===== src/rtl/bypass_pkg.sv =====
// Shared definitions for the bypass controller.
// Assumes a register file indexed by a small binary address, with register zero hardwired.
package bypass_pkg;
    typedef enum logic [1:0] {
        SEL_REGFILE = 2'b00,
        SEL_MEMWB   = 2'b01,
        SEL_EXMEM   = 2'b10
    } fwd_sel_e;
endpackage


===== src/rtl/operand_fwd_sel.sv =====
// Chooses the source of one execute-stage operand.
// Assumes the register file covers distance three and beyond by writing before it reads,
// so only the two downstream latches are examined, with the younger one checked first.
module operand_fwd_sel #(
    parameter int AW = 5
) (
    input  logic [AW-1:0] src,
    input  logic [AW-1:0] exmem_dst,
    input  logic          exmem_we,
    input  logic [AW-1:0] memwb_dst,
    input  logic          memwb_we,
    output logic [1:0]    sel
);
    import bypass_pkg::*;

    logic     src_live;
    logic     hit_exmem;
    logic     hit_memwb;
    fwd_sel_e choice;

    // Qualify each latch as a producer of this operand.
    always_comb begin
        src_live  = (src != '0);
        hit_exmem = src_live && exmem_we && (exmem_dst == src);
        hit_memwb = src_live && memwb_we && (memwb_dst == src);
    end

    // Priority pick: youngest producer, then older producer, else register file.
    always_comb begin
        if (hit_exmem)      choice = SEL_EXMEM;
        else if (hit_memwb) choice = SEL_MEMWB;
        else                choice = SEL_REGFILE;
    end

    assign sel = choice;
endmodule


===== src/rtl/load_use_detect.sv =====
// Flags a decode-stage instruction that reads the register a load in execute will write.
// Assumes decode supplies a use flag per source so unused fields never cause a stall.
module load_use_detect #(
    parameter int AW   = 5,
    parameter int NSRC = 2
) (
    input  logic                     ld_in_ex,
    input  logic [AW-1:0]            ld_dst,
    input  logic [NSRC-1:0][AW-1:0]  dec_src,
    input  logic [NSRC-1:0]          dec_use,
    output logic                     hazard
);
    logic [NSRC-1:0] src_hit;
    logic            ld_real;

    // A load into register zero produces nothing a reader depends on.
    always_comb ld_real = ld_in_ex && (ld_dst != '0);

    for (genvar g = 0; g < NSRC; g++) begin : g_src
        // Per-source comparison against the load destination.
        always_comb src_hit[g] = dec_use[g] && (dec_src[g] == ld_dst);
    end

    // Any used source matching a live load needs one bubble.
    always_comb hazard = ld_real && (|src_hit);
endmodule


===== src/rtl/bypass_ctrl.sv =====
// Top of the operand bypass controller: one selector per execute operand plus the
// load-use interlock. Purely combinational; the operand multiplexers and pipeline
// latches are outside. The second operand select also steers store data.
module bypass_ctrl #(
    parameter int AW = 5
) (
    input  logic [AW-1:0] ex_src_a,
    input  logic [AW-1:0] ex_src_b,
    input  logic [AW-1:0] id_src_a,
    input  logic [AW-1:0] id_src_b,
    input  logic          id_use_a,
    input  logic          id_use_b,
    input  logic [AW-1:0] idex_dst,
    input  logic          idex_memread,
    input  logic [AW-1:0] exmem_dst,
    input  logic          exmem_we,
    input  logic [AW-1:0] memwb_dst,
    input  logic          memwb_we,
    output logic [1:0]    fwd_a,
    output logic [1:0]    fwd_b,
    output logic          fetch_hold,
    output logic          idex_bubble
);
    localparam int NOPER = 2;

    logic [NOPER-1:0][AW-1:0] ex_src;
    logic [NOPER-1:0][1:0]    op_sel;
    logic [NOPER-1:0][AW-1:0] id_src;
    logic [NOPER-1:0]         id_use;
    logic                     stall;

    // Gather per-operand fields into arrays for the generate loop.
    always_comb begin
        ex_src = {ex_src_b, ex_src_a};
        id_src = {id_src_b, id_src_a};
        id_use = {id_use_b, id_use_a};
    end

    for (genvar op = 0; op < NOPER; op++) begin : g_oper
        operand_fwd_sel #(.AW(AW)) u_sel (
            .src       (ex_src[op]),
            .exmem_dst (exmem_dst),
            .exmem_we  (exmem_we),
            .memwb_dst (memwb_dst),
            .memwb_we  (memwb_we),
            .sel       (op_sel[op])
        );
    end

    load_use_detect #(.AW(AW), .NSRC(NOPER)) u_lu (
        .ld_in_ex (idex_memread),
        .ld_dst   (idex_dst),
        .dec_src  (id_src),
        .dec_use  (id_use),
        .hazard   (stall)
    );

    // Drive outputs: selects per operand, one stall fanned to fetch and the bubble.
    always_comb begin
        fwd_a       = op_sel[0];
        fwd_b       = op_sel[1];
        fetch_hold  = stall;
        idex_bubble = stall;
    end
endmodule


===== config.mk =====
export PLATFORM = sky130hd
export DESIGN_NAME = bypass_ctrl
export DESIGN_NICKNAME = d
export VERILOG_FILES = /design/src/rtl/bypass_pkg.sv /design/src/rtl/operand_fwd_sel.sv /design/src/rtl/load_use_detect.sv /design/src/rtl/bypass_ctrl.sv
export SDC_FILE = /design/constraint.sdc
export NUM_CORES = 1
export LEC_CHECK = 0
export BUFFER_PORTS_ARGS = -buffer_cell sky130_fd_sc_hd__clkbuf_2
export CAP_MARGIN = 10
export CORE_MARGIN = 2
export CORE_UTILIZATION = 33
export DETAILED_ROUTE_END_ITERATION = 12
export PLACE_DENSITY = 0.92
export SYNTH_ARGS = -nofsm -noshare
export SYNTH_HDL_FRONTEND = slang
export SYNTH_HIERARCHICAL = 1
export SYNTH_SLANG_ARGS = --single-unit

===== constraint.sdc =====
create_clock -name vclk -period 0.9
set_input_delay 0.045 -clock vclk [all_inputs]
set_output_delay 0.045 -clock vclk [all_outputs]
set_load 0.01 [all_outputs]

==> impl_results.md <==
* Status: complete, but fails checks
* Violated checks: setup timing
* GRT overflow at 0
* DRT iter0 DRCs at 16
* Final setup viols at 6
* Pre-CTS setup slack at -0.2700 ns
* Post-Layout Cell Count at 117
* Sw frac at 46.27%
* Worst Hold Depth at 4
* Cell area after synthesis at 434.2 um^2
* Seq_cells at 0
* CP delay by family, top: simple AND/OR/NAND/NOR gates
* Worst setup SP type: input port
* GR Layer Usage met3 at less than 1%
* Vias per cell at 5.043
* Hold Fails Final Rpt at 0
* Gr busiest metal: met2
* Slowest CP cell: or4_4
* Distinct cells, synth at 15
* Fin crit share at 128.1%
* Hold crit path type: in2out
* Clock share of power at 0%
* Leakage at approximately 0.00037 uW
* Flip-flop and latch area at 0 um^2
* Placed instance count at 116
* Nets at 144
* Pin count of the biggest net entering global routing at 4
* Most frequent cells in the layout: 33 x clkbuf_2, 15 x xor2_1, 14 x xnor2_1
* Buf/Inv on CP at 2
* Crit path max fanout at 3
* Initial Utilization at 34.22%
* Hold Crit Start: idex_memread
* Max-cap violations at 0
* Antenna-violating nets left at 0
* Worst EP arrival at ~1.1 ns
* PD cells at 444.7 nW/um^2
* Syn Nets at 96
* GRT met2 Usage at 37.10%
* Crit end category: output pin
* Final Slew Violations at 0
* DR pass1 iterations at 4
* Fmax at 0.8673 GHz
* Power, Total at 354.4 uW
* Die area at 1622 um^2
* Mapped Avg Cell Area at 7.753 um^2
* ANT cells at 0
* Critical path's largest stage delay at between 0.5 and 0.6 ns
* M1 GR Usage at about a quarter
* Post-Route WL at roughly 1700 um
* IO Port Bufs at between 40 and 50
* Max-slew headroom at 77.66%
* Psw at 164.0 uW
* Layout cells sized above 1 at 56.86%
* Most common cell after layout, fill and taps aside: clkbuf_2
* Worst-Margin Slew at between 0.3 and 0.4 ns
* Worst setup margin at -0.2530 ns
* Min Tclk post-route at 1.153 ns
* Internal Power at 190.4 uW
* Ys Warns at 6
* RSZ-0062 raised after global routing: true
* Seq/Total Area, Yosys at 0%
* CP Data Required Time at 0.85 ns
* Initial antenna violation count at 0
* Area grow syn2layout at 83.57%
* DR DRC count at 0
* Post-detailed-route wirelength per cell at 14.26 um
* First-pass GRT wire length at 2221 um
* Setup CP Type: in2out
* Vias in the first global route at about 540
* Clk_buf instances at 0
* Via count at 590
* Syn Inst Count at 56
* Chip height at 40.27 um
* IO Pins at 46
* Worst Hold End: fetch_hold
* DP Wirelength at 1298 um
* GRT Total Usage at between 20% and 30%
* CORE AREA at 1269 um^2
* Setup_tns at -1.343 ns
* Row count at 13
* Die X at ~40 um
* Seq pwr share at 0%
* IR drop worst, VDD at 0.2322 mV
* Routability cong. at 0.7820
* CP Cell Sequence: buf_8 -> or4_4 -> nor2_4 -> and3b_1 -> buf_2
* Combinational power share at 100.0%
## power by group through the flow
| stage | combinational, uW | clock, uW | sequential (uW) |
|---|---|---|---|
| after global placement | 281 | 0 | 0 |
| final | 354 | 0 | 0 |
| after CTS | 312 | 0 | 0 |
| after global routing | 377 | 0 | 0 |
| after detailed placement | 292 | 0 | 0 |
| after floorplan | 135 | 0 | 0 |
## cell type report
| cell class | instances | area [um^2] |
|---|---|---|
| fill | 118 | 471.7 |
| multi-input combinational | 53 | 459.2 |
| timing repair buffer | 49 | 319.1 |
| tap | 15 | 18.77 |
## cell usage after synthesis
| cell type | number | area share (%) |
|---|---|---|
| a2111oi_0 | 2 | 4.0 |
| a21oi_1 | 1 | 1.2 |
| and2_1 | 2 | 2.9 |
| and3b_1 | 2 | 4.0 |
| buf_4 | 3 | 5.2 |
| nand2_1 | 2 | 1.7 |
| nand3_1 | 2 | 2.3 |
| nand4_1 | 2 | 2.9 |
| nor2_1 | 2 | 1.7 |
| nor4_1 | 3 | 4.3 |
| nor4_2 | 1 | 2.9 |
| o21ai_1 | 1 | 1.2 |
| or4_1 | 3 | 5.2 |
| xnor2_1 | 14 | 28 |
| xor2_1 | 16 | 32 |
## per-stage QoR
step	instance area (um^2)	utilization (%)	hold slack, ns
final	797.0	62.82	0.4442
after global routing	797.0	62.82	0.4641
after CTS	726.9	57.30	0.4119
after detailed placement	679.4	53.55	0.4102
after global placement	679.4	53.55	0.4126
after floorplan	437.9	-	0.2070
## what timing repair did
| action | in CTS | in global routing |
|---|---|---|
| hold buffers | 0 | 0 |
| pin swaps | 5 | 9 |
| gates resized for setup | 8 | 28 |
| endpoints found under the hold margin | 0 | 0 |
| setup buffers | 1 | 0 |
| setup endpoints to repair | 6 | 6 |
## how the worst max path moves through the flow
stage	from	to	slack, ns	depth (start not counted)
after detailed placement	ex_src_a[3]	fwd_a[0]	-0.27	5
after CTS	ex_src_b[1]	fwd_b[1]	-0.24	5
after global placement	ex_src_b[1]	fwd_b[1]	-0.23	5
final	ex_src_a[3]	fwd_a[1]	-0.25	5
after floorplan	ex_src_a[2]	fwd_a[0]	-0.10	3
after global routing	ex_src_a[3]	fwd_a[1]	-0.28	5
## routing by layer
metal	vias to the layer above	part of all wire (%)
met5	-	0
met4	0	2.0
met3	4	3.6
met2	19	53
met1	277	42
li1	290	-
## logic make-up after synthesis
logic type,Yosys count,synth area share (%)
buffers and inverters,3,5.187
XOR/XNOR,30,60.52
AO/OA/AOI/OAI,4,6.339
AND/OR/NAND/NOR,19,27.95
Note: power is estimated with default switching activity, not from simulation.
